$ cat src/rtl/lsieve_pkg.sv
package lsieve_pkg;

   // True when v is a power of two and at least 1.
   function automatic bit is_pow2(input int unsigned v);
      return (v != 0) && ((v & (v - 1)) == 0);
   endfunction

   // Number of bits needed to hold values 0..v.
   function automatic int unsigned bits_for(input int unsigned v);
      return (v < 2) ? 1 : $clog2(v + 1);
   endfunction

endpackage

$ cat src/rtl/lsv_inject.sv
// One injection stage: sums the weights aimed at each lane, adds them with
// saturation, and registers the group into the next stage.
module lsv_inject
   import lsieve_pkg::*;
#(
   parameter int LANES    = 4,
   parameter int NPORT    = 2,
   parameter int ACC_W    = 10,
   parameter int VAL_W    = 8,
   parameter int IDX_W    = 32,
   parameter bit USE_MASK = 1'b1
) (
   input  logic                     clk,
   input  logic                     rst_n,
   input  logic                     up_vld,
   input  logic [IDX_W-1:0]         up_base,
   input  logic [LANES-1:0]         up_mask,
   input  logic [LANES*ACC_W-1:0]   up_acc,
   input  logic [NPORT-1:0]         pv,
   input  logic [NPORT*$clog2(LANES)-1:0] pl,
   input  logic [NPORT*VAL_W-1:0]   pval,
   output logic                     dn_vld,
   output logic [IDX_W-1:0]         dn_base,
   output logic [LANES-1:0]         dn_mask,
   output logic [LANES*ACC_W-1:0]   dn_acc
);
   localparam int LW    = $clog2(LANES);
   localparam int SUM_W = VAL_W + bits_for(NPORT);
   localparam int TW    = ACC_W + SUM_W;
   localparam logic [ACC_W-1:0] ACC_MAX = '1;

   logic [SUM_W-1:0]       psum [LANES];
   logic [LANES*ACC_W-1:0] nxt_acc;

   // Per-lane sum of every port that targets the lane this cycle.
   always_comb begin
      for (int l = 0; l < LANES; l++) begin
         psum[l] = '0;
         for (int p = 0; p < NPORT; p++) begin
            if (pv[p] && (pl[p*LW +: LW] == LW'(l)))
               psum[l] = psum[l] + SUM_W'(pval[p*VAL_W +: VAL_W]);
         end
      end
   end

   // Saturating add per lane.
   generate
      for (genvar gl = 0; gl < LANES; gl++) begin : g_lane
         logic [TW-1:0] tot;
         assign tot = TW'(up_acc[gl*ACC_W +: ACC_W]) + TW'(psum[gl]);
         assign nxt_acc[gl*ACC_W +: ACC_W] =
            (tot > TW'(ACC_MAX)) ? ACC_MAX : tot[ACC_W-1:0];
      end
   endgenerate

   always_ff @(posedge clk) begin
      if (!rst_n) begin
         dn_vld  <= 1'b0;
         dn_base <= '0;
         dn_acc  <= '0;
      end else begin
         dn_vld  <= up_vld;
         dn_base <= up_base;
         dn_acc  <= up_vld ? nxt_acc : '0;
      end
   end

   generate
      if (USE_MASK) begin : g_mask
         always_ff @(posedge clk) begin
            if (!rst_n) dn_mask <= '0;
            else        dn_mask <= up_mask;
         end
      end else begin : g_nomask
         assign dn_mask = '1;
      end
   endgenerate
endmodule

$ cat src/rtl/lsv_exit_cmp.sv
// Exit comparison: strict greater-than against the threshold, gated by
// the group valid and the second-pass mask.
module lsv_exit_cmp #(
   parameter int LANES = 4,
   parameter int ACC_W = 10
) (
   input  logic                   vld,
   input  logic [LANES-1:0]       mask,
   input  logic [LANES*ACC_W-1:0] acc,
   input  logic [ACC_W-1:0]       thr,
   output logic [LANES-1:0]       hit
);
   generate
      for (genvar gl = 0; gl < LANES; gl++) begin : g_cmp
         assign hit[gl] = vld && mask[gl] && (acc[gl*ACC_W +: ACC_W] > thr);
      end
   endgenerate
endmodule

$ cat src/rtl/lsv_hit_fifo.sv
// Multi-write, single-read report queue. Up to LANES hits enter per cycle
// in ascending lane order; one leaves per cycle. Hits beyond the free room
// (counting the slot freed by this cycle's read) are dropped.
module lsv_hit_fifo
   import lsieve_pkg::*;
#(
   parameter int LANES = 4,
   parameter int IDX_W = 32,
   parameter int DEPTH = 8
) (
   input  logic                         clk,
   input  logic                         rst_n,
   input  logic [LANES-1:0]             hit,
   input  logic [IDX_W-1:0]             base,
   output logic                         out_vld,
   output logic [IDX_W-1:0]             out_idx,
   output logic [bits_for(DEPTH)-1:0]   occ
);
   localparam int PW = $clog2(DEPTH);
   localparam int CW = bits_for(DEPTH);
   localparam int RW = bits_for(LANES);

   logic [IDX_W-1:0] mem [DEPTH];
   logic [PW-1:0]    rp, wp;
   logic [CW-1:0]    cnt;
   logic             pop;
   logic [CW-1:0]    room;
   logic [RW-1:0]    rank [LANES];
   logic [LANES-1:0] take;
   logic [RW-1:0]    npush;

   assign pop     = (cnt != '0);
   assign room    = CW'(DEPTH) - cnt + CW'(pop);
   assign out_vld = pop;
   assign out_idx = mem[rp];
   assign occ     = cnt;

   // Rank of each hit among the hits of lower lanes; keep while room lasts.
   always_comb begin
      logic [RW-1:0] run;
      run = '0;
      for (int l = 0; l < LANES; l++) begin
         rank[l] = run;
         take[l] = hit[l] && (int'(run) < int'(room));
         if (hit[l]) run = run + RW'(1);
      end
      npush = '0;
      for (int l = 0; l < LANES; l++)
         if (take[l]) npush = npush + RW'(1);
   end

   always_ff @(posedge clk) begin
      for (int l = 0; l < LANES; l++) begin
         if (take[l])
            mem[wp + PW'(rank[l])] <= base + IDX_W'(l);
      end
   end

   always_ff @(posedge clk) begin
      if (!rst_n) begin
         rp  <= '0;
         wp  <= '0;
         cnt <= '0;
      end else begin
         rp  <= rp + PW'(pop);
         wp  <= wp + PW'(npush);
         cnt <= cnt - CW'(pop) + CW'(npush);
      end
   end
endmodule

$ cat src/rtl/lane_sieve_pipe.sv
// Parallel lane sieve threshold pipeline (top).
module lane_sieve_pipe
   import lsieve_pkg::*;
#(
   parameter int LANES      = 4,
   parameter int STAGES     = 8,
   parameter int NPORT      = 2,
   parameter int ACC_W      = 10,
   parameter int VAL_W      = 8,
   parameter int IDX_W      = 32,
   parameter int FIFO_DEPTH = 8,
   parameter bit USE_MASK   = 1'b1
) (
   input  logic                                 clk,
   input  logic                                 rst_n,
   input  logic                                 in_valid,
   input  logic [LANES-1:0]                     in_mask,
   input  logic [ACC_W-1:0]                     thresh,
   input  logic [STAGES*NPORT-1:0]              ctb_valid,
   input  logic [STAGES*NPORT*$clog2(LANES)-1:0] ctb_lane,
   input  logic [STAGES*NPORT*VAL_W-1:0]        ctb_val,
   output logic                                 hit_valid,
   output logic [IDX_W-1:0]                     hit_index
);
   localparam int LW  = $clog2(LANES);
   localparam int AW  = LANES * ACC_W;
   localparam int OCW = bits_for(FIFO_DEPTH);

   // Elaboration-time parameter checks.
   generate
      if (!is_pow2(LANES) || LANES < 2) begin : g_chk_lanes
         $error("lane_sieve_pipe: LANES must be a power of two >= 2");
      end
      if (STAGES < 1 || NPORT < 1) begin : g_chk_stages
         $error("lane_sieve_pipe: STAGES and NPORT must be >= 1");
      end
      if (ACC_W < VAL_W) begin : g_chk_acc
         $error("lane_sieve_pipe: ACC_W must be >= VAL_W");
      end
      if (!is_pow2(FIFO_DEPTH) || FIFO_DEPTH < LANES) begin : g_chk_fifo
         $error("lane_sieve_pipe: FIFO_DEPTH must be a power of two >= LANES");
      end
      if (IDX_W <= LW) begin : g_chk_idx
         $error("lane_sieve_pipe: IDX_W too small");
      end
   endgenerate

   // Stage state: index 0 is the entry register, STAGES is the exit.
   logic             vld_s  [0:STAGES];
   logic [IDX_W-1:0] base_s [0:STAGES];
   logic [LANES-1:0] mask_s [0:STAGES];
   logic [AW-1:0]    acc_s  [0:STAGES];

   // Flattened views for the bound checker.
   logic [STAGES:0]            vld_vec;
   logic [(STAGES+1)*AW-1:0]   acc_flat;
   logic [OCW-1:0]             fifo_occ;

   // Entry: capture group and its base; accumulators start at zero.
   logic             ent_vld;
   logic [IDX_W-1:0] ent_base;
   logic [LANES-1:0] ent_mask;
   logic [IDX_W-1:0] next_base;

   always_ff @(posedge clk) begin
      if (!rst_n) begin
         ent_vld   <= 1'b0;
         ent_base  <= '0;
         next_base <= '0;
      end else begin
         ent_vld <= in_valid;
         if (in_valid) begin
            ent_base  <= next_base;
            next_base <= next_base + IDX_W'(LANES);
         end
      end
   end

   generate
      if (USE_MASK) begin : g_ent_mask
         always_ff @(posedge clk) begin
            if (!rst_n)        ent_mask <= '0;
            else if (in_valid) ent_mask <= in_mask;
         end
      end else begin : g_ent_nomask
         assign ent_mask = '1;
      end
   endgenerate

   assign vld_s[0]  = ent_vld;
   assign base_s[0] = ent_base;
   assign mask_s[0] = ent_mask;
   assign acc_s[0]  = '0;

   // Injection stages.
   generate
      for (genvar gj = 0; gj < STAGES; gj++) begin : g_stage
         lsv_inject #(
            .LANES(LANES), .NPORT(NPORT), .ACC_W(ACC_W),
            .VAL_W(VAL_W), .IDX_W(IDX_W), .USE_MASK(USE_MASK)
         ) u_inj (
            .clk    (clk),
            .rst_n  (rst_n),
            .up_vld (vld_s[gj]),
            .up_base(base_s[gj]),
            .up_mask(mask_s[gj]),
            .up_acc (acc_s[gj]),
            .pv     (ctb_valid[gj*NPORT +: NPORT]),
            .pl     (ctb_lane[gj*NPORT*LW +: NPORT*LW]),
            .pval   (ctb_val[gj*NPORT*VAL_W +: NPORT*VAL_W]),
            .dn_vld (vld_s[gj+1]),
            .dn_base(base_s[gj+1]),
            .dn_mask(mask_s[gj+1]),
            .dn_acc (acc_s[gj+1])
         );
      end
      for (genvar gk = 0; gk <= STAGES; gk++) begin : g_flat
         assign vld_vec[gk]              = vld_s[gk];
         assign acc_flat[gk*AW +: AW]    = acc_s[gk];
      end
   endgenerate

   // Exit comparison and report queue.
   logic [LANES-1:0] exit_hit;

   lsv_exit_cmp #(.LANES(LANES), .ACC_W(ACC_W)) u_cmp (
      .vld (vld_s[STAGES]),
      .mask(mask_s[STAGES]),
      .acc (acc_s[STAGES]),
      .thr (thresh),
      .hit (exit_hit)
   );

   lsv_hit_fifo #(.LANES(LANES), .IDX_W(IDX_W), .DEPTH(FIFO_DEPTH)) u_fifo (
      .clk    (clk),
      .rst_n  (rst_n),
      .hit    (exit_hit),
      .base   (base_s[STAGES]),
      .out_vld(hit_valid),
      .out_idx(hit_index),
      .occ    (fifo_occ)
   );
endmodule

$ cat config.mk
export PLATFORM = sky130hd
export DESIGN_NAME = lane_sieve_pipe
export DESIGN_NICKNAME = d
export VERILOG_FILES = /design/src/rtl/lsieve_pkg.sv /design/src/rtl/lsv_inject.sv /design/src/rtl/lsv_exit_cmp.sv /design/src/rtl/lsv_hit_fifo.sv /design/src/rtl/lane_sieve_pipe.sv
export SDC_FILE = /design/constraint.sdc
export NUM_CORES = 2
export LEC_CHECK = 0
export ABC_AREA = 1
export ABC_CLOCK_PERIOD_IN_PS = 10400
export BUFFER_PORTS_ARGS = -buffer_cell sky130_fd_sc_hd__buf_2
export CAP_MARGIN = 20
export CORE_ASPECT_RATIO = 0.7
export CORE_MARGIN = 3
export CORE_UTILIZATION = 40
export CTS_BUF_LIST = sky130_fd_sc_hd__clkbuf_4
export CTS_CLUSTER_SIZE = 25
export DETAILED_ROUTE_END_ITERATION = 7
export GPL_TIMING_DRIVEN = 0
export MAX_ROUTING_LAYER = met4
export PLACE_DENSITY = 0.53
export SYNTH_ARGS = -nofsm -noshare
export SYNTH_HDL_FRONTEND = slang
export SYNTH_SLANG_ARGS = --single-unit
$ cat constraint.sdc
create_clock -name clk -period 10.4 [get_ports clk]
set_clock_uncertainty 0.05 [all_clocks]
set_input_delay 1.56 -clock clk [delete_from_list [all_inputs] [get_ports clk]]
set_output_delay 1.56 -clock clk [all_outputs]
set_load 0.01 [all_outputs]
==> flow_summary.toml <==
[cells_and_area]
syn_to_final_growth_pct = 12.10
fin_nets = 8174
final_cell_count_no_fill = 9293
final_util_pct = 45.45
layout-drive-gt1-share_pct = 9.605

[global_routing]
grt_max_degree = 20
antenna_found_initial = 12
grt_overflow_total = 0
track_usage_pct = 22.35
grt_pass1_wl_mm = 239.1
grt_pass1_vias = 43300

[sta]
grt_setup_unrepaired = "false"
setup_tns_ps = 0
final_hold_viol_count = 0
clock.fmax_mhz = 183.2
worst_pin_slew_ps = 1062
min_period_over_period_pct = 52.48
layout_setup_ws_ps = 4942
relSlewSlack_pct = 28.65
slew_viol_final = 0
setup_violations = 0
period_minus_slack_ps = 5458

[critical_path]
end_kind = "output pin"
cp.required_ps = 8790
critPathArrivalTime_ps = 3850
worstPathMaxFanout = 10
max_stage_delay_ps = 580
crit_path_start_kind = "register"
critPathTopFamily = "buffers and inverters"
path_cells = "clkbuf_1 -> clkbuf_1 -> buf_2 -> nor2_1 -> o22ai_1 -> nor2_1 -> a31oi_1 -> buf_2"
worstSetupPathType = "register to output pin"
crit_buf_inv = 4
cp_slowest_cell = "clkbuf_1"

[place]
dp_hpwl_mm = 120.8
gp_congestion = 0.9281
placed_cells = 8882
portBuffers = 224
dpl_worst_slack_ps = 3849

[synth]
syn_nets = 7702
synth_async_sr_flop_share_pct = 0
seq_area_frac_synth_pct = 38.80
yosys.cell_types.count = 55
ys_warn_count = 0
synth.avg_cell_area_um2 = 7.920
ys_ff_latch = 927
synth_cells = 6873
synth_area_mm2 = 0.05443
synth-edff-count = 256
ys.flop_type = "dfxtp_1"

[route]
antenna_left = 0
drc = 0
num_vias = 45090
wl_per_cell_um = 16.43
drt-pass1-iter-count = 5
drt-initial-drc-count = 3169
wl_mm = 152.7
viasPerCell = 4.852

[clock_tree]
cts_tree = "yes"
cts_root_buf = "clkbuf_4"
cts_htree_levels = 4
post_cts_resized = 0
cts_buffers = 228
clk_pin_slew_ps = 70
post_cts_buffers = 0
clkLatencyLatePin_ps = 1180
holdBufCountCts = 0
clock-sinks = 927
cts_buffer_depth = 3

[floorplan]
die_area_mm2 = 0.1406
ios = 226
core_area_mm2 = 0.1342
die_h_um = 314.6
die_x_um = 446.9
start_util_pct = 40.54
row_count = 112

[run_status]
status = "finished, final reports clean"

[power_and_ir_drop]
power_leakage_nw = 30.20
powerDensity_mw_per_mm2 = 137.1
peakVddDrop_uv = 88.29
fin_total_pwr_w = 0.008368

[min_path]
hold_path.class = "register to register"

[job]
drv_cap = 0
==> synth_stat cells (5+ instances only) <==
library cell | instances | area, µm²
inv_2 | 21 | 78.83
o21bai_1 | 19 | 142.6
a21boi_0 | 5 | 37.54
o21a_1 | 39 | 292.8
or2_2 | 10 | 62.56
nor4_1 | 11 | 68.82
clkbuf_1 | 133 | 499.2
nand4_1 | 49 | 306.5
buf_2 | 7 | 35.03
buf_1 | 9 | 33.78
edfxtp_1 | 256 | 7687
nor3_2 | 8 | 80.08
xor2_1 | 195 | 1708
nor2_1 | 826 | 3100
xnor2_1 | 148 | 1296
a21oi_2 | 20 | 175.2
nand3_1 | 176 | 880.8
o2111ai_1 | 9 | 78.83
nand2_1 | 1132 | 4249
o22ai_1 | 64 | 400.4
o21ai_1 | 22 | 110.1
ha_1 | 572 | 7157
clkinv_1 | 9 | 33.78
a31oi_1 | 54 | 337.8
o31ai_1 | 21 | 157.7
nand2_2 | 13 | 81.33
dfxtp_1 | 671 | 13430
o211ai_1 | 8 | 60.06
nor3_1 | 114 | 570.6
a21oi_1 | 550 | 2753
o21ai_0 | 503 | 2517
fa_1 | 64 | 1281
nor2_2 | 7 | 43.79
a211oi_1 | 5 | 37.54
o21ai_4 | 13 | 211.5
inv_1 | 1055 | 3960
o21ai_2 | 7 | 61.31
a21o_1 | 22 | 165.2
==> final cells by class <==
cell class                      instances  area [µm²]
Multi-Input combinational cell       4711       28660
Buffer                                150       579.3
Clock inverter                         66       422.9
Sequential cell                       927       21120
Antenna cell                            9       22.52
Inverter                             1085        4073
Tap cell                             1767        2211
Timing Repair Buffer                  242        1409
Fill cell                           13660       73230
Clock buffer                          336        2522
==> tightest hold or removal path, delay by kind of cell, from the launching register on <==
| kind | cells | cell delay [ps] |
|---|---|---|
| buffers and inverters | 1 | 40 |
| and+or+nand+nor | 1 | 40 |
| DFF | 1 | 310 |
==> registers in the layout, summed over array words and instances (netlist names), 4 cells and up <==
register,cells
g_stage.u_inj.dn_acc,316
ent_mask,4
g_stage.u_inj.dn_vld,8
g_stage.u_inj.dn_base,240
u_fifo.occ,4
g_stage.u_inj.dn_mask,32
u_fifo.mem,256
ent_base,30
next_base,30
==> cells by family (layout without fill, tap and decap cells) <==
| kind of cell | Yosys count | in the layout | synth area share, % |
|---|---|---|---|
| fa+ha+maj | 636 | 636 | 15.50 |
| flops | 927 | 927 | 38.80 |
| buf+inv | 1235 | 1879 | 8.547 |
| compound gates | 1368 | 1368 | 13.97 |
| simple gates | 2364 | 2364 | 17.66 |
| xor+xnor | 343 | 343 | 5.519 |
| other cells | 0 | 9 | 0 |
==> cells in the final DEF, fill, tap and decap left out, drive strengths merged, types with 3 or more instances in the layout <==
cell and count:
a211oi 5, a21boi 6, a21o 22, a21oi 570, a31oi 54, buf 259, bufinv 3, clkbuf 469
clkinv 63, dfxtp 671, diode 9, edfxtp 256, fa 64, ha 572, inv 1084, nand2 1145
nand3 179, nand4 49, nor2 833, nor3 123, nor3b 4, nor4 12, o2111ai 9, o211ai 8
o21a 39, o21ai 545, o21bai 20, o221ai 3, o22ai 64, o31ai 21, or2 13, xnor2 148
xor2 195
==> report_power, final <==
| part | leakage [nW] | total (W) | switching (W) | internal (W) |
|---|---|---|---|---|
| sequential | 7.75 | 0.00374 | 0.0000191 | 0.00372 |
| clock | 1.76 | 0.00308 | 0.00152 | 0.00156 |
| combinational | 20.7 | 0.00154 | 0.00103 | 0.000508 |
| total | 30.2 | 0.00837 | 0.00258 | 0.00579 |
==> final timing paths <==
kind / start / cells past startpoint / to / slack, ps
worst max-delay path: u_fifo.rp[0] / 8 / hit_index[12] / 4940
worst min-delay path: g_stage[4].u_inj.dn_base[9] / 2 / g_stage[5].u_inj.dn_base[9] / 330
worst max register to register: g_stage[7].u_inj.dn_acc[1] / 25 / u_fifo.mem[3][6] / 5330
worst min register to register: g_stage[4].u_inj.dn_base[9] / 2 / g_stage[5].u_inj.dn_base[9] / 330
==> routing by layer <==
metal	global-route usage (%)	routed length, µm
met5	-	0
met4	6.471	3637
met3	4.111	9320
met2	31.77	61540
met1	32.17	78200
==> stage by stage <==
| step | hold WS (ps) | instance area [µm²] |
|---|---|---|
| 3_3_place_gp | 342.0 | 57760 |
| 6_report | 329.6 | 61020 |
| 5_1_grt | 363.1 | 61010 |
| 4_1_cts | 337.8 | 61000 |
| 3_5_place_dp | 344.7 | 58050 |
| 2_1_floorplan | 340.5 | 54430 |
Note: power is estimated with default switching activity, not from simulation.
